<file path="src/rtl/qpcPkg.sv">
package qpcPkg;

  localparam int BUS_W = 16;
  localparam int ADDR_W = 3;
  localparam int NUM_EV = 4;

  typedef enum logic [ADDR_W-1:0] {
    ADR_CTRL = 3'd0,
    ADR_MODE = 3'd1,
    ADR_STAT = 3'd2,
    ADR_CMP  = 3'd3,
    ADR_CNT  = 3'd4,
    ADR_LAT  = 3'd5
  } qpcAddr_e;

  // control word
  localparam int CTRL_EN_LSB = 8;
  localparam int CTRL_X4     = 12;
  // mode word
  localparam int MODE_INHIBIT = 9;
  localparam int MODE_ORGHOLD = 10;
  localparam int MODE_LATFALL = 14;
  // status word
  localparam int STAT_EQ = 4;

  // event index: 0 latch, 1 stop, 2 origin, 3 comparator
  function automatic int statBit(input int idx);
    return (idx == 3) ? 12 : 13 + idx;
  endfunction

  typedef struct packed {
    logic stepEn;
    logic stepUp;
    logic zeroCnt;
    logic capture;
  } qpcStrobe_t;

endpackage

</file>
<file path="src/rtl/qpcSync.sv">
module qpcSync #(
  parameter int W = 1,
  parameter int STAGES = 2
) (
  input  logic         clk,
  input  logic         rstN,
  input  logic [W-1:0] d,
  output logic [W-1:0] q
);

  logic [W-1:0] chain [STAGES];

  for (genvar s = 0; s < STAGES; s++) begin : g_stage
    if (s == 0) begin : g_first
      always_ff @(posedge clk) begin
        if (!rstN) chain[0] <= '0;
        else       chain[0] <= d;
      end
    end else begin : g_next
      always_ff @(posedge clk) begin
        if (!rstN) chain[s] <= '0;
        else       chain[s] <= chain[s-1];
      end
    end
  end

  assign q = chain[STAGES-1];

endmodule

</file>
<file path="src/rtl/qpcCtrl.sv">
module qpcCtrl
  import qpcPkg::*;
#(
  parameter int CNT_W = 16,
  parameter int INT_DIV = 4,
  parameter int LOSS_LIMIT = 32,
  parameter int SYNC_STAGES = 2
) (
  input  logic                clk,
  input  logic                rstN,
  input  logic                bpClkEn,
  input  logic                phaseA,
  input  logic                phaseB,
  input  logic                zPulse,
  input  logic                originIn,
  input  logic                latchIn,
  input  logic                stopIn,
  input  logic                busWr,
  input  logic [ADDR_W-1:0]   busAddr,
  input  logic [BUS_W-1:0]    busWdata,
  output logic [BUS_W-1:0]    busRdata,
  input  logic [CNT_W-1:0]    countQ,
  input  logic [CNT_W-1:0]    latchQ,
  input  logic                cmpEq,
  output logic [CNT_W-1:0]    cmpQ,
  output qpcStrobe_t          strobe,
  output logic [NUM_EV-1:0]   enables,
  output logic [NUM_EV-1:0]   pending,
  output logic                inhibit,
  output logic                irq,
  output logic                clkOk
);

  localparam int DIV_W = (INT_DIV > 1) ? $clog2(INT_DIV) : 1;
  localparam int GAP_W = $clog2(LOSS_LIMIT + 1);
  localparam int NIN = 7;

  // synchronized inputs
  logic [NIN-1:0] syncQ;
  qpcSync #(.W(NIN), .STAGES(SYNC_STAGES)) u_sync (
    .clk(clk), .rstN(rstN),
    .d({bpClkEn, stopIn, latchIn, originIn, zPulse, phaseB, phaseA}),
    .q(syncQ)
  );
  logic sA, sB, sZ, sOrg, sLat, sStop, sBp;
  assign {sBp, sStop, sLat, sOrg, sZ, sB, sA} = syncQ;

  // timebase selection
  logic bpPrev, bpEdge, tick, intTick;
  logic [DIV_W-1:0] divCnt;
  logic [GAP_W-1:0] gapCnt;

  assign bpEdge  = sBp & ~bpPrev;
  assign intTick = (divCnt == DIV_W'(INT_DIV - 1));
  assign tick    = clkOk ? bpEdge : intTick;

  always_ff @(posedge clk) begin
    if (!rstN) begin
      bpPrev <= 1'b0;
      divCnt <= '0;
      gapCnt <= '0;
      clkOk  <= 1'b0;
    end else begin
      bpPrev <= sBp;
      divCnt <= intTick ? '0 : divCnt + 1'b1;
      if (bpEdge) begin
        gapCnt <= '0;
        clkOk  <= 1'b1;
      end else if (gapCnt == GAP_W'(LOSS_LIMIT)) begin
        clkOk  <= 1'b0;
      end else begin
        gapCnt <= gapCnt + 1'b1;
      end
    end
  end

  // tick-sampled history
  logic pA, pB, pLat, pStop, pOrgCond;
  logic orgCond;
  assign orgCond = sZ & sOrg;

  always_ff @(posedge clk) begin
    if (!rstN) begin
      {pA, pB, pLat, pStop, pOrgCond} <= '0;
    end else if (tick) begin
      pA <= sA;
      pB <= sB;
      pLat <= sLat;
      pStop <= sStop;
      pOrgCond <= orgCond;
    end
  end

  // software registers
  logic x4Mode, latchFall, originHold;
  logic wrCtrl, wrMode, wrStat, wrCmp;
  assign wrCtrl = busWr && (busAddr == ADR_CTRL);
  assign wrMode = busWr && (busAddr == ADR_MODE);
  assign wrStat = busWr && (busAddr == ADR_STAT);
  assign wrCmp  = busWr && (busAddr == ADR_CMP);

  // events
  logic latchEv, stopEv, originEv;
  assign latchEv  = tick & (latchFall ? (pLat & ~sLat) : (~pLat & sLat));
  assign stopEv   = tick & sStop & ~pStop;
  assign originEv = tick & orgCond & ~pOrgCond & ~originHold;

  always_ff @(posedge clk) begin
    if (!rstN) begin
      enables    <= '0;
      x4Mode     <= 1'b0;
      latchFall  <= 1'b0;
      originHold <= 1'b0;
      inhibit    <= 1'b0;
      cmpQ       <= '0;
    end else begin
      if (wrCtrl) begin
        enables <= busWdata[CTRL_EN_LSB +: NUM_EV];
        x4Mode  <= busWdata[CTRL_X4];
      end
      if (wrMode) begin
        inhibit    <= busWdata[MODE_INHIBIT];
        originHold <= busWdata[MODE_ORGHOLD];
        latchFall  <= busWdata[MODE_LATFALL];
      end
      if (stopEv) inhibit <= 1'b1;
      if (wrCmp) cmpQ <= busWdata[CNT_W-1:0];
    end
  end

  // sticky pending bits
  logic [NUM_EV-1:0] setEv;
  assign setEv = {cmpEq, originEv, stopEv, latchEv};

  for (genvar i = 0; i < NUM_EV; i++) begin : g_pend
    localparam int SB = statBit(i);
    always_ff @(posedge clk) begin
      if (!rstN) pending[i] <= 1'b0;
      else       pending[i] <= setEv[i] | (pending[i] & ~(wrStat & ~busWdata[SB]));
    end
  end

  assign irq = |(pending & enables);

  // quadrature decode
  logic aChg, bChg, rawStep, rawUp;
  assign aChg = sA ^ pA;
  assign bChg = sB ^ pB;

  always_comb begin
    if (x4Mode) begin
      rawStep = aChg ^ bChg;
      rawUp   = sA ^ pB;
    end else begin
      rawStep = aChg & ~bChg & sA;
      rawUp   = ~sB;
    end
  end

  always_comb begin
    strobe.zeroCnt = originEv;
    strobe.capture = latchEv;
    strobe.stepUp  = rawUp;
    strobe.stepEn  = tick & rawStep & ~inhibit & ~originEv;
  end

  // read-back
  logic [BUS_W-1:0] cntExt, latExt, cmpExt, statWord;
  always_comb begin
    cntExt = '0;
    latExt = '0;
    cmpExt = '0;
    cntExt[CNT_W-1:0] = countQ;
    latExt[CNT_W-1:0] = latchQ;
    cmpExt[CNT_W-1:0] = cmpQ;
    statWord = '0;
    statWord[STAT_EQ] = cmpEq;
    for (int i = 0; i < NUM_EV; i++) statWord[statBit(i)] = pending[i];
  end

  always_comb begin
    busRdata = '0;
    case (busAddr)
      ADR_CTRL: begin
        busRdata[CTRL_EN_LSB +: NUM_EV] = enables;
        busRdata[CTRL_X4] = x4Mode;
      end
      ADR_MODE: begin
        busRdata[MODE_INHIBIT] = inhibit;
        busRdata[MODE_ORGHOLD] = originHold;
        busRdata[MODE_LATFALL] = latchFall;
      end
      ADR_STAT: busRdata = statWord;
      ADR_CMP:  busRdata = cmpExt;
      ADR_CNT:  busRdata = cntExt;
      ADR_LAT:  busRdata = latExt;
      default:  busRdata = '0;
    endcase
  end

endmodule

</file>
<file path="src/rtl/qpcData.sv">
module qpcData
  import qpcPkg::*;
#(
  parameter int CNT_W = 16
) (
  input  logic             clk,
  input  logic             rstN,
  input  qpcStrobe_t       strobe,
  input  logic [CNT_W-1:0] cmpQ,
  output logic [CNT_W-1:0] countQ,
  output logic [CNT_W-1:0] latchQ,
  output logic             cmpEq
);

  always_ff @(posedge clk) begin
    if (!rstN) begin
      countQ <= '0;
    end else if (strobe.zeroCnt) begin
      countQ <= '0;
    end else if (strobe.stepEn) begin
      countQ <= strobe.stepUp ? countQ + 1'b1 : countQ - 1'b1;
    end
  end

  always_ff @(posedge clk) begin
    if (!rstN)              latchQ <= '0;
    else if (strobe.capture) latchQ <= countQ;
  end

  assign cmpEq = (countQ == cmpQ);

endmodule

</file>
<file path="src/rtl/quadPosCounter.sv">
module quadPosCounter
  import qpcPkg::*;
#(
  parameter int CNT_W = 16,
  parameter int INT_DIV = 4,
  parameter int LOSS_LIMIT = 32,
  parameter int SYNC_STAGES = 2
) (
  input  logic              clk,
  input  logic              rstN,
  input  logic              bpClkEn,
  input  logic              phaseA,
  input  logic              phaseB,
  input  logic              zPulse,
  input  logic              originIn,
  input  logic              latchIn,
  input  logic              stopIn,
  input  logic              busWr,
  input  logic [2:0]        busAddr,
  input  logic [15:0]       busWdata,
  output logic [15:0]       busRdata,
  output logic              irq,
  output logic              clkOk
);

  logic [CNT_W-1:0]  countQ, latchQ, cmpQ;
  logic              cmpEq, inhibit;
  logic [NUM_EV-1:0] enables, pending;
  qpcStrobe_t        strobe;

  qpcCtrl #(
    .CNT_W(CNT_W), .INT_DIV(INT_DIV),
    .LOSS_LIMIT(LOSS_LIMIT), .SYNC_STAGES(SYNC_STAGES)
  ) u_ctrl (
    .clk(clk), .rstN(rstN), .bpClkEn(bpClkEn),
    .phaseA(phaseA), .phaseB(phaseB), .zPulse(zPulse),
    .originIn(originIn), .latchIn(latchIn), .stopIn(stopIn),
    .busWr(busWr), .busAddr(busAddr), .busWdata(busWdata), .busRdata(busRdata),
    .countQ(countQ), .latchQ(latchQ), .cmpEq(cmpEq), .cmpQ(cmpQ),
    .strobe(strobe), .enables(enables), .pending(pending), .inhibit(inhibit),
    .irq(irq), .clkOk(clkOk)
  );

  qpcData #(.CNT_W(CNT_W)) u_data (
    .clk(clk), .rstN(rstN), .strobe(strobe), .cmpQ(cmpQ),
    .countQ(countQ), .latchQ(latchQ), .cmpEq(cmpEq)
  );

endmodule

</file>
<file path="config.mk">
export PLATFORM = sky130hd
export DESIGN_NAME = quadPosCounter
export DESIGN_NICKNAME = d
export VERILOG_FILES = /design/src/rtl/qpcPkg.sv /design/src/rtl/qpcSync.sv /design/src/rtl/qpcCtrl.sv /design/src/rtl/qpcData.sv /design/src/rtl/quadPosCounter.sv
export SDC_FILE = /design/constraint.sdc
export NUM_CORES = 1
export LEC_CHECK = 0
export BUFFER_PORTS_ARGS = -buffer_cell sky130_fd_sc_hd__buf_2
export CAP_MARGIN = 25
export CORE_ASPECT_RATIO = 0.5
export CORE_MARGIN = 3
export CORE_UTILIZATION = 35
export DETAILED_ROUTE_END_ITERATION = 8
export MAX_ROUTING_LAYER = met4
export SLEW_MARGIN = 20
export SYNTH_ARGS = -nofsm -noshare
export SYNTH_HDL_FRONTEND = slang
export SYNTH_SLANG_ARGS = --single-unit
</file>
<file path="constraint.sdc">
create_clock -name clk -period 7.55 [get_ports clk]
set_input_delay 0.3775 -clock clk [delete_from_list [all_inputs] [get_ports clk]]
set_output_delay 0.3775 -clock clk [all_outputs]
set_load 0.05 [all_outputs]
</file>
# Yosys cells after proc, flatten, opt, wreduce, memory -nomap -nowiden
# Memories as Yosys holds them, arrays and structs flattened.
# Index checks and enable logic that the tools add are counted.
[word_totals] ramBits=14 inputBits=29 mem_bits_ro=0 latch_bits=0 output_inout_bits=18 elab_cells=118 register_bits=75 n_memories=1
[mem_list] name="u_ctrl.u_sync.chain" words=2 width=7 rd=2 rd_ports_with_merged_regs=0 wr=2 line="qpcSync.sv:11" source="logic [W-1:0] chain [STAGES];"
[op_classes] n_shift=0 addsub=4 n_reduce_logical=11 bitwise_logic=53 n_eq_ne=8 n_mul=0 mux=20 div_mod_pow=0 magnitude_cmp=0
[ops] cell="$pmux 8 s4" count=1
[ops] cell="$and 1x1->1" count=23
[ops] cell="$pmux 2 s5" count=2
[ops] cell="$not 1->1" count=19
[ops] cell="$add 16x1->16 const B" count=1
[ops] cell="$eq 16x16->1" count=1
[ops] cell="$mux 16" count=1
[ops] cell="$sub 16x1->16 const B" count=1
[ops] cell="$mux 7" count=2
[ops] cell="$pmux 1 s4" count=3
[ops] cell="$mux 1" count=10
[ops] cell="$add 6x1->6 const B" count=1
[ops] cell="$eq 3x2->1 const B" count=2
[ops] cell="$eq 3x3->1 const B" count=2
[ops] cell="$eq 6x6->1 const B" count=1
[ops] cell="$or 1x1->1" count=6
[ops] cell="$reduce_or 2->1" count=3
[ops] cell="$pmux 1 s5" count=1
[ops] cell="$and 4x4->4" count=1
[ops] cell="$logic_and 1x1->1" count=4
[ops] cell="$reduce_bool 2->1" count=2
[ops] cell="$reduce_or 4->1" count=1
[ops] cell="$xor 1x1->1" count=4
[ops] cell="$eq 3x1->1 const B" count=1
[ops] cell="other kinds (3)" count=3

# Logic depth before layout (Yosys ltp)
# Gate-level depths: netlist of the first run.
# An unclocked memory read counts as a cell.
[logic_depth] depth_word=9 ltp_mapped=10 mapped_depth_nobuf=9

# Cells and area by module
# From an unflattened synthesis of the first run, not the netlist that was laid out.
[hier_totals] hier_cells=549 hier_area_um2=4882.2
[modules_own_cells] mod="qpcCtrl" seq_area_each_um2=860.8 cells_per_inst=279 area_per_inst_um2=2323.5 instances=1
[modules_own_cells] mod="qpcData" seq_area_each_um2=640.6 cells_per_inst=241 area_per_inst_um2=2167.1 instances=1
[modules_own_cells] mod="qpcSync" seq_area_each_um2=280.3 cells_per_inst=29 area_per_inst_um2=391.6 instances=1

# Least setup slack after synthesis of the first run
# No wires, ideal clock.
[synth_timing] path_kind="input to output" startpoint="input port busAddr[0]" endpoint="output port busRdata[0]" slack_ps=4825 n_path_buf=2 arrival_ps=2347 required_ps=7173 cell_stages=4 cell_sequence="clkbuf_1 -> buf_1 -> mux2i_1 -> o21ai_0"
[synth_via] elab_chain_len=2
[synth_lines] element="from (decl)" line="quadPosCounter.sv:19" source="input logic [2:0] busAddr,"
[synth_lines] element="$eq 3x3->1 or $eq 3x2->1 (tied branches)" line="qpcCtrl.sv:183" source="case (busAddr)"
[synth_lines] element="$pmux 8 s4 (*)" line="qpcCtrl.sv:183"
[synth_lines] element="to (decl)" line="quadPosCounter.sv:21" source="output logic [15:0] busRdata,"
# Every way passes the cells marked *; elsewhere a longest branch is shown, timed or not.

==> impl_metrics.json, run 1 <==
{
  "synth-edff-count": 0,
  "drive_gt1_share_pct": 13.7,
  "crit_path_top_delay_cell": "a21oi_2",
  "synth_ff_type": "dfxtp_1",
  "p_leak_uw": 0.00203,
  "vdd_drop_max_mv": 0.0938,
  "crit_fanout": 19,
  "fmax_mhz": 344,
  "p_sw_uw": 246,
  "clkTransAtPathRegs_ns": 0.07,
  "die_width_um": 168,
  "endpoint_kind": "register",
  "final.min_clock_period_ns": 2.91,
  "ant_nets": 0,
  "wl_um": 10800,
  "period_share_pct": 38.6,
  "postSynth.asyncResetShare_pct": 0,
  "netlist_area_mm2": 0.00460,
  "die_y_um": 87.1,
  "antenna_cells": 0,
  "core-area_mm2": 0.0123,
  "clk_latency_ns": 0.34,
  "cp_slowest_stage_delay_ns": 0.68,
  "rsz0062_at_grt": "no",
  "dr.first_iter.drc_count": 396,
  "antenna_found_initial": 0,
  "synth_cells": 527,
  "grt_use_total_pct": 15.5,
  "synth_cell_type_count": 57,
  "fin_nets": 585,
  "postCtsSetupRepairBufs": 0,
  "p_seq_share_pct": 49.1,
  "setup_violations": 0,
  "via_per_inst": 5.10,
  "synth.yosys.seq_area_share_pct": 38.7,
  "drcViolationCount": 0,
  "power.internal_uw": 748,
  "final_common_cell": "dfxtp_1",
  "gp_congestion": 0.831,
  "final_cell_mix": "89 x dfxtp_1, 59 x nand2_1, 46 x buf_2",
  "portBuffers": 46,
  "clk_path_buf_depth": 2,
  "swShare_pct": 24.7,
  "power.density_mw_per_mm2": 191,
  "place_worst_setup_slack_ns": 4.76,
  "grt_pass1_vias": 3369,
  "area_growth_pct": 13.2,
  "final.setup.tns_ns": 0,
  "start_util_pct": 37.3,
  "power_frac_clock_pct": 43.1,
  "finalHoldViolCount": 0,
  "slew_violations": 0,
  "num_io_pins": 47,
  "via_count": 3675,
  "setup_slack_ns": 4.64,
  "grt_pass1_wl_um": 17700,
  "cts_buffers": 9,
  "cts-resized-gates": 0,
  "p_total_uw": 993,
  "worstMarginPinSlew_ns": 0.898,
  "cap_viol_max_count": 0,
  "cts_root_buf": "clkbuf_16",
  "avgRoutedWirePerCell_um": 15.0,
  "yosys_warnings": 0,
  "worst-setup-path-type": "register to register",
  "worstPathArrival_ns": 3.14,
  "hp-class": "primary input to register",
  "syn_nets": 562,
  "dieArea_mm2": 0.0146,
  "placementRows": 28,
  "cts-htree-levels": 3,
  "dp_hpwl_um": 7610,
  "crit_chain": "xnor2_1 > a21oi_2 > inv_1 > ha_1 > a21boi_0 > o21a_1 > a31oi_1 > o211a_1",
  "grt_remaining_overflow": 0,
  "required_ns": 7.78,
  "nFillCells": 1275,
  "clock_skew_ns": 0.00400,
  "syn_avg_cell_area_um2": 8.73,
  "crit_buf_inv": 1,
  "p_comb_share_pct": 7.7,
  "cp_top_family": "compound AO/OA/AOI/OAI gates",
  "outcome": "complete, no violations",
  "cts.sinks": 89,
  "cts_tree": "done",
  "reg2reg_slack_ns": 4.64,
  "synth_seq_cells": 89,
  "first_pass_iters": 5,
  "grt_start_max_net_pins": 73,
  "hold_buffers": 0,
  "cp-start-kind": "register",
  "slew_headroom_pct": 39.9
}
[worst paths after layout]
check | cells past startpoint | to | start
worst max register to register | 8 | u_data.countQ[15]$_SDFFE_PP0P_ | u_ctrl.u_sync.chain[1][0]$_SDFF_PN0_
worst min register to register | 1 | u_ctrl.divCnt[0]$_SDFF_PP0_ | u_ctrl.divCnt[0]$_SDFF_PP0_
worst min-delay path | 2 | u_ctrl.u_sync.chain[0][5]$_SDFF_PN0_ | stopIn
worst max-delay path | 8 | u_data.countQ[15]$_SDFFE_PP0P_ | u_ctrl.u_sync.chain[1][0]$_SDFF_PN0_
[logic make-up after synthesis]
family | share of synthesized area, %
DFF | 38.7
adders and majority gates | 1.63
and+or+nand+nor | 25.6
muxes | 10.8
buffers and inverters | 3.51
AOI/OAI and AO/OA | 12.9
xor gates and xnor gates | 6.85
[state kept, by name, indices dropped and copies added, names as in the netlist]
name	cells
u_ctrl.bpPrev	1
u_ctrl.clkOk	1
u_ctrl.cmpQ	16
u_ctrl.divCnt	2
u_ctrl.enables	4
u_ctrl.gapCnt	6
u_ctrl.inhibit	1
u_ctrl.latchFall	1
u_ctrl.originHold	1
u_ctrl.pA	1
u_ctrl.pB	1
u_ctrl.pLat	1
u_ctrl.pOrgCond	1
u_ctrl.pStop	1
u_ctrl.pending	4
u_ctrl.u_sync.chain	14
u_ctrl.x4Mode	1
u_data.countQ	16
u_data.latchQ	16
[worst register-to-register path, stage by stage, from the launching register on]
cell,delay [ns]
dfxtp_1,0.41
xnor2_1,0.12
a21oi_2,0.68
inv_1,0.44
ha_1,0.46
a21boi_0,0.21
o21a_1,0.18
a31oi_1,0.09
o211a_1,0.22
[cell type report]
type / count / area, um^2 / area share [%]
Clock inverter: 6 / 50.0 / 0.960
Tap cell: 165 / 206 / 3.96
Clock buffer: 10 / 239 / 4.58
Sequential cell: 89 / 1780 / 34.2
Multi-Input combinational cell: 398 / 2670 / 51.1
Timing Repair Buffer: 48 / 255 / 4.90
Inverter: 4 / 15.0 / 0.288
[metal layers]
layer | wire [um] | part of all wire (%) | global-route usage (%) | vias to the layer above
li1 | - | - | - | 1875
met1 | 5450 | 50 | 21.6 | 1688
met2 | 4700 | 43 | 22.6 | 99
met3 | 545 | 5.0 | 3.26 | 13
met4 | 108 | 1.0 | 4.31 | 0
met5 | 0 | 0 | - | -
[Yosys cell counts, types with 2 or more instances]
cell type,number,share of area (%)
nor2b_1,35,4.8
clkbuf_1,28,2.3
dfxtp_1,89,39
nor3_1,4,0.43
nand2_1,59,4.8
ha_1,6,1.6
nand4_1,5,0.68
o211ai_1,3,0.49
o21a_1,3,0.49
and4_1,3,0.57
and3b_1,2,0.38
buf_1,4,0.33
a31oi_1,3,0.41
buf_2,3,0.33
a22oi_1,5,0.82
and2_1,18,2.4
nor2_1,37,3.0
nand3_1,12,1.3
or3_1,2,0.27
a21boi_0,21,3.4
o21ai_0,18,2.0
a21oi_1,16,1.7
inv_1,4,0.33
o22ai_1,7,0.95
o31ai_1,3,0.49
nor4_1,10,1.4
mux2_2,2,0.49
and3_1,6,0.82
xor2_1,24,4.6
nand2b_1,10,1.4
xnor2_1,12,2.3
mux2i_1,45,9.8
a32oi_1,2,0.38
nand3b_1,3,0.49
[power groups by stage]
stage | registers (uW) | clock network (uW) | logic (uW)
after floorplan | 497 | 0 | 54.8
after global placement | 499 | 0 | 74.7
after detailed placement | 499 | 0 | 75.7
after CTS | 488 | 442 | 76.1
after global routing | 489 | 462 | 85.7
final | 488 | 429 | 76.8
[stage by stage]
step / cell area [um^2] / hold slack, ns / cells / utilization [%]
6_report: 5210 / 0.240 / 720 / 42.3
5_1_grt: 5210 / 0.229 / 720 / 42.3
4_1_cts: 5190 / 0.226 / 718 / 42.1
3_5_place_dp: 4900 / 0.417 / 702 / 39.7
3_3_place_gp: 4890 / 0.418 / 702 / 39.7
2_1_floorplan: 4600 / 0.405 / 527 / -
(Power assumes the default switching activity.)
==> run 2, diff against run 1 <==
clock period = 2.93 ns   (was 7.55 ns; I/O delays follow)
==> run 2 against run 1 <==
- cell count rose by 0.97%
- sequential power grew to 2.6 times the previous value
- hold slack worse by 0.22 ns
- largest cell class unchanged
==> impl_metrics.json, run 2 (synthesis gave the netlist of run 1 again) <==
{
  "antenna_found_initial": 0,
  "final.setup.tns_ns": 0,
  "start_util_pct": 37.3,
  "outcome": "complete, no violations",
  "fin_util_pct": 42.6,
  "grt_use_met1_pct": 21.8,
  "finalHoldViolCount": 0,
  "slew_violations": 0,
  "crit_buf_inv": 1,
  "place_worst_setup_slack_ns": 0.595,
  "grt_pass1_wl_um": 17900,
  "nFillCells": 1260,
  "first_pass_iters": 5,
  "final.min_clock_period_ns": 2.41,
  "wl_um": 10900,
  "final_common_cell": "dfxtp_1",
  "vdd_drop_max_mv": 0.249,
  "top_usage_layer": "met2",
  "slew_headroom_pct": 54.1,
  "worstPathArrival_ns": 2.26,
  "crit_chain": "xor2_1 > nor4_1 > nand4_1 > nor2_1 > a21oi_1 > o22ai_1 > buf_2",
  "avgRoutedWirePerCell_um": 15.0,
  "num_io_pins": 47,
  "power.density_mw_per_mm2": 496,
  "dp_hpwl_um": 7730,
  "cts.sinks": 89,
  "grt_use_total_pct": 15.6,
  "grt_remaining_overflow": 0,
  "placementRows": 28,
  "rsz0062_at_grt": "no",
  "gp_congestion": 0.840,
  "cp_top_family": "flip-flops",
  "worstMarginPinSlew_ns": 0.686,
  "hold_buffers": 0,
  "numPlacedInstances": 711,
  "finalNonFillerCells": 727,
  "die_width_um": 168,
  "cts_root_buf": "clkbuf_16",
  "core-area_mm2": 0.0123,
  "postCtsSetupRepairBufs": 0,
  "clock_skew_ns": 0.00901,
  "cts_buffers": 9,
  "clk_latency_ns": 0.33,
  "cts-resized-gates": 0,
  "via_count": 3685,
  "cts_tree": "done",
  "period_share_pct": 82.2,
  "cp-start-kind": "register",
  "antenna_cells": 0,
  "p_leak_uw": 0.00206,
  "cp_slowest_stage_delay_ns": 0.72,
  "cap_viol_max_count": 0,
  "setup_violations": 0,
  "final_cell_mix": "89 x dfxtp_1, 59 x nand2_1, 46 x buf_2",
  "grtUsageMet3_pct": 3.72,
  "clk_path_buf_depth": 2,
  "clkTransAtPathRegs_ns": 0.06,
  "cts-htree-levels": 3,
  "p_total_uw": 2600,
  "met2_usage_pct": 23.1,
  "drcViolationCount": 0,
  "fmax_mhz": 415,
  "fin_nets": 592,
  "hp-class": "primary input to register",
  "worst-setup-path-type": "register to output pin",
  "area_growth_pct": 14.1,
  "portBuffers": 46,
  "via_per_inst": 5.07,
  "drive_gt1_share_pct": 14.1,
  "setup_slack_ns": 0.521,
  "required_ns": 2.78,
  "grt_pass1_vias": 3434,
  "largestRegisters": "u_ctrl.cmpQ x16, u_data.countQ x16, u_data.latchQ x16",
  "grt_start_max_net_pins": 39,
  "crit_fanout": 12,
  "dieArea_mm2": 0.0146,
  "crit_path_top_delay_cell": "dfxtp_1",
  "die_y_um": 87.1,
  "dr.first_iter.drc_count": 332,
  "ant_nets": 0,
  "endpoint_kind": "output pin"
}
## run 2: changes by cell type in the layout (fill, tap and decap cells not counted)
cell / before / now
buf_12: 1 / 0
buf_4: 0 / 9
bufinv_16: 0 / 1
clkbuf_1: 0 / 4
clkbuf_2: 1 / 0
clkinv_4: 2 / 0
clkinvlp_4: 2 / 1
inv_6: 2 / 0
nor2_2: 0 / 1
nor2_4: 1 / 0
## run 2: area by class of cell
| type | count | area, um^2 | area share (%) |
|---|---|---|---|
| clock buffer | 14 | 254 | 4.84 |
| clock inverter | 2 | 37.5 | 0.715 |
| inverter | 4 | 15.0 | 0.286 |
| multi-input combinational | 398 | 2660 | 50.6 |
| sequential | 89 | 1780 | 33.9 |
| tap | 165 | 206 | 3.93 |
| timing repair buffer | 55 | 298 | 5.67 |
## run 2: final timing paths
| kind | from | to | slack, ns | cells after the start |
|---|---|---|---|---|
| worst max-delay path | u_data.countQ[6]$_SDFFE_PP0P_ | busRdata[4] | 0.52 | 7 |
| worst min register to register | u_ctrl.u_sync.chain[0][4]$_SDFF_PN0_ | u_ctrl.u_sync.chain[1][4]$_SDFF_PN0_ | 0.43 | 1 |
| worst min-delay path | zPulse | u_ctrl.u_sync.chain[0][2]$_SDFF_PN0_ | 0.02 | 2 |
| worst max register to register | u_ctrl.u_sync.chain[1][0]$_SDFF_PN0_ | u_data.countQ[11]$_SDFFE_PP0P_ | 0.58 | 8 |
## run 2: power breakdown
| part | total [uW] | switching, uW | internal [uW] |
|---|---|---|---|
| Clock | 1150 | 459 | 686 |
| Sequential | 1260 | 20.1 | 1240 |
| Combinational | 201 | 115 | 85.2 |
## run 2: worst reg2reg max path: stages (launching register included)
cell	delay (ns)
dfxtp_1	0.40
xor2_1	0.17
ha_1	0.24
nand2b_1	0.16
a221o_1	0.52
nor2_1	0.34
nand4_1	0.13
o211ai_1	0.19
a32oi_1	0.07
## run 2: metal layers
metal	routed length [um]	vias up
met3	501	5
met1	5690	1706
li1	-	1888
met5	0	-
met2	4650	86
met4	72	0
## run 2: metrics by stage
stage / hold slack (ns) / area, um^2
after floorplan: 0.274 / 4600
after global placement: 0.358 / 4960
after detailed placement: 0.355 / 4960
after CTS: 0.00819 / 5250
after global routing: 0.0158 / 5250
final: 0.0212 / 5250
==> run 3, diff against run 2 <==
ABC_AREA = 1   (was not set)
clock period = 2.2 ns   (was 2.93 ns; I/O delays follow)
==> run 3 against run 2 <==
- total power rose by 44%
- cell area rose by 7.2%
- register-to-register slack got worse by 0.38 ns
- sequential power rose by 36%
- cell count rose by 27%
- critical path depth did not move
- routed wire length rose by 20%
- non-clock buffer count rose by 27
- clock skew fell by 0.0034 ns
- setup slack got worse by 0.38 ns
- critical path type unchanged
- critical endpoint unchanged
- largest power group unchanged
==> impl_metrics.json, run 3 <==
{
  "finalHoldViolCount": 0,
  "place_area_mm2": 0.00521,
  "synth_top_area_share_pct": 38.2,
  "numPlacedInstances": 896,
  "fin_util_pct": 43.8,
  "placementRows": 29,
  "num_io_pins": 47,
  "grt_pass1_vias": 4156,
  "drcViolationCount": 0,
  "start_util_pct": 36.3,
  "clkTransAtPathRegs_ns": 0.06,
  "place_worst_setup_slack_ns": 0.176,
  "period_share_pct": 93.8,
  "cts_buffers": 9,
  "grt_start_max_net_pins": 32,
  "setup_slack_ns": 0.137,
  "multi_input_area_mm2": 0.00241,
  "power.density_mw_per_mm2": 665,
  "fin_nets": 780,
  "stdcell_area_mm2": 0.00563,
  "yosys-top-cells-count": "163 x nand2_1, 89 x dfxtp_1, 87 x inv_1",
  "setup_violations": 0,
  "fmax_mhz": 485,
  "hold_start": "busWdata[5]",
  "synth.yosys.seq_area_share_pct": 38.2,
  "crit_path_top_delay_cell": "dfxtp_1",
  "r2r-start": "u_ctrl.pB$_SDFFE_PN0P_",
  "largestRegisters": "u_ctrl.cmpQ x16, u_data.countQ x16, u_data.latchQ x16",
  "drive_gt1_share_pct": 16.9,
  "portBuffers": 46,
  "synth_seq_cells": 89,
  "vdd_drop_max_mv": 0.356,
  "syn_nets": 714,
  "worst-setup-path-type": "register to output pin",
  "post-synth-top-count-cell": "nand2_1",
  "yosys.area.top_type": "dfxtp_1",
  "endpoint_kind": "output pin",
  "crit_chain": "xor2_1 > a21oi_1 > nand4_1 > nor4_4 > nand2_1 > o2111ai_1 > buf_4",
  "synth_area_leaders": "dfxtp_1 38%, nand2_1 13%, a21oi_1 7.3%",
  "crit_fanout": 3,
  "core-area_mm2": 0.0128,
  "ant_nets": 0,
  "wl_um": 13100,
  "p_leak_uw": 0.00258,
  "via_per_inst": 4.96,
  "clk_latency_ns": 0.34,
  "worstReg2RegEnd": "u_data.countQ[13]$_SDFFE_PP0P_",
  "dieArea_mm2": 0.0148,
  "synth_cells": 679,
  "hp-class": "primary input to register",
  "worstRegToRegCells": 14,
  "synth_ff_type": "dfxtp_1",
  "nFillCells": 1348,
  "clk_path_buf_depth": 2,
  "synth_cell_type_count": 44,
  "worstMarginPinSlew_ns": 0.563,
  "reg2reg_slack_ns": 0.20,
  "crit_start": "u_data.countQ[4]$_SDFFE_PP0P_",
  "cts.sinks": 89,
  "antenna_cells": 0,
  "grt_pass1_wl_um": 21300,
  "finalNonFillerCells": 920,
  "die_width_um": 169,
  "seq_area_mm2": 0.00179,
  "grt_remaining_overflow": 0,
  "slew_headroom_pct": 62.0,
  "outcome": "complete, no violations",
  "antenna_found_initial": 0,
  "clock_skew_ns": 0.00561,
  "final.setup.tns_ns": 0,
  "dr.first_iter.drc_count": 314,
  "worstPathArrival_ns": 1.95,
  "syn_avg_cell_area_um2": 6.87,
  "avgRoutedWirePerCell_um": 14.2,
  "cp-start-kind": "register",
  "dp_hpwl_um": 9830,
  "via_count": 4563,
  "synth-edff-count": 0,
  "final_common_cell": "nand2_1",
  "cts_root_buf": "clkbuf_16",
  "cap_viol_max_count": 0,
  "postSynth.asyncResetShare_pct": 0,
  "cts-htree-levels": 3,
  "final_cell_mix": "161 x nand2_1, 86 x inv_1, 86 x dfxtp_1",
  "min_to": "u_ctrl.cmpQ[5]$_SDFFE_PN0P_",
  "netlist_area_mm2": 0.00466,
  "area_growth_pct": 20.7,
  "slew_violations": 0,
  "gp_congestion": 0.916,
  "final.min_clock_period_ns": 2.06,
  "hold_depth": 3,
  "yosys_warnings": 0,
  "die_y_um": 87.6,
  "cts_tree": "done",
  "first_pass_iters": 6,
  "required_ns": 2.09,
  "cp_slowest_stage_delay_ns": 0.36,
  "grt_use_total_pct": 18.6
}
-- run 3: cell types whose count changed in the layout (fill, tap and decap cells not counted), sizes merged, moves of 18 or more --
cell and delta:
nand2 +113, mux2i -45, nor2b -35, buf +20, and2 -18, a21oi +53, inv +96, a21boi -21
o21ai +38, nand3 +24
-- run 3: power by group --
part / total (uW) / internal (uW) / switching (uW)
Sequential: 1710 / 1670 / 42.8
Clock: 1570 / 897 / 671
Combinational: 463 / 169 / 294
Total: 3750 / 2740 / 1010
-- run 3: area by class of cell --
type	instances	area share [%]
timing repair buffer	82	9.69
clock inverter	6	1.31
sequential	89	31.7
tap	170	3.78
clock buffer	10	4.07
inverter	99	6.60
multi-input combinational	464	42.8
-- run 3: what timing repair did --
item | 4_1_cts | 5_1_grt
gates resized for setup | 2 | 9
hold buffers | 7 | 0
buffers inserted | 0 | 1
pin swaps | 0 | 3
setup endpoints to repair | 1 | 12
hold endpoints to repair | 7 | 0
-- run 3: critical path, delay by kind of cell (launching register included) --
family | cells | cell delay, ns
AOI/OAI and AO/OA | 2 | 0.23
and+or+nand+nor | 3 | 0.60
buffers and inverters | 1 | 0.25
DFF | 1 | 0.36
xor gates and xnor gates | 1 | 0.18
-- run 3: how the worst max path moves through the flow --
stage | slack (ns) | endpoint | depth (start not counted)
floorplan | 0.18 | u_data.countQ[14]$_SDFFE_PP0P_ | 11
global placement | 0.24 | u_data.countQ[12]$_SDFFE_PP0P_ | 16
detailed placement | 0.18 | u_data.countQ[12]$_SDFFE_PP0P_ | 16
CTS | 0.05 | busRdata[4] | 7
global route | -0.005 | u_data.countQ[10]$_SDFFE_PP0P_ | 17
finish | 0.14 | busRdata[4] | 7
-- run 3: per-layer routing --
| layer | part of all wire [%] | global-route usage (%) |
|---|---|---|
| met5 | 0 | - |
| met4 | 0.75 | 3.34 |
| met3 | 4.5 | 3.88 |
| met2 | 43 | 28.1 |
| met1 | 52 | 25.9 |
-- run 3: kinds of logic after synthesis --
logic type / Yosys count / share of synthesized area [%]
compound gates: 166 / 20.8
simple gates: 271 / 24.6
buf+inv: 126 / 10.8
xor+xnor: 21 / 3.94
fa+ha+maj: 6 / 1.61
flops: 89 / 38.2
-- run 3: through the flow --
| step | hold slack (ns) | power, uW |
|---|---|---|
| final | 0.0490 | 3750 |
| after global placement | 0.290 | 2180 |
| after detailed placement | 0.296 | 2190 |
| after CTS | 0.0439 | 3770 |
| after global routing | 0.0627 | 3910 |
| after floorplan | 0.208 | 2040 |
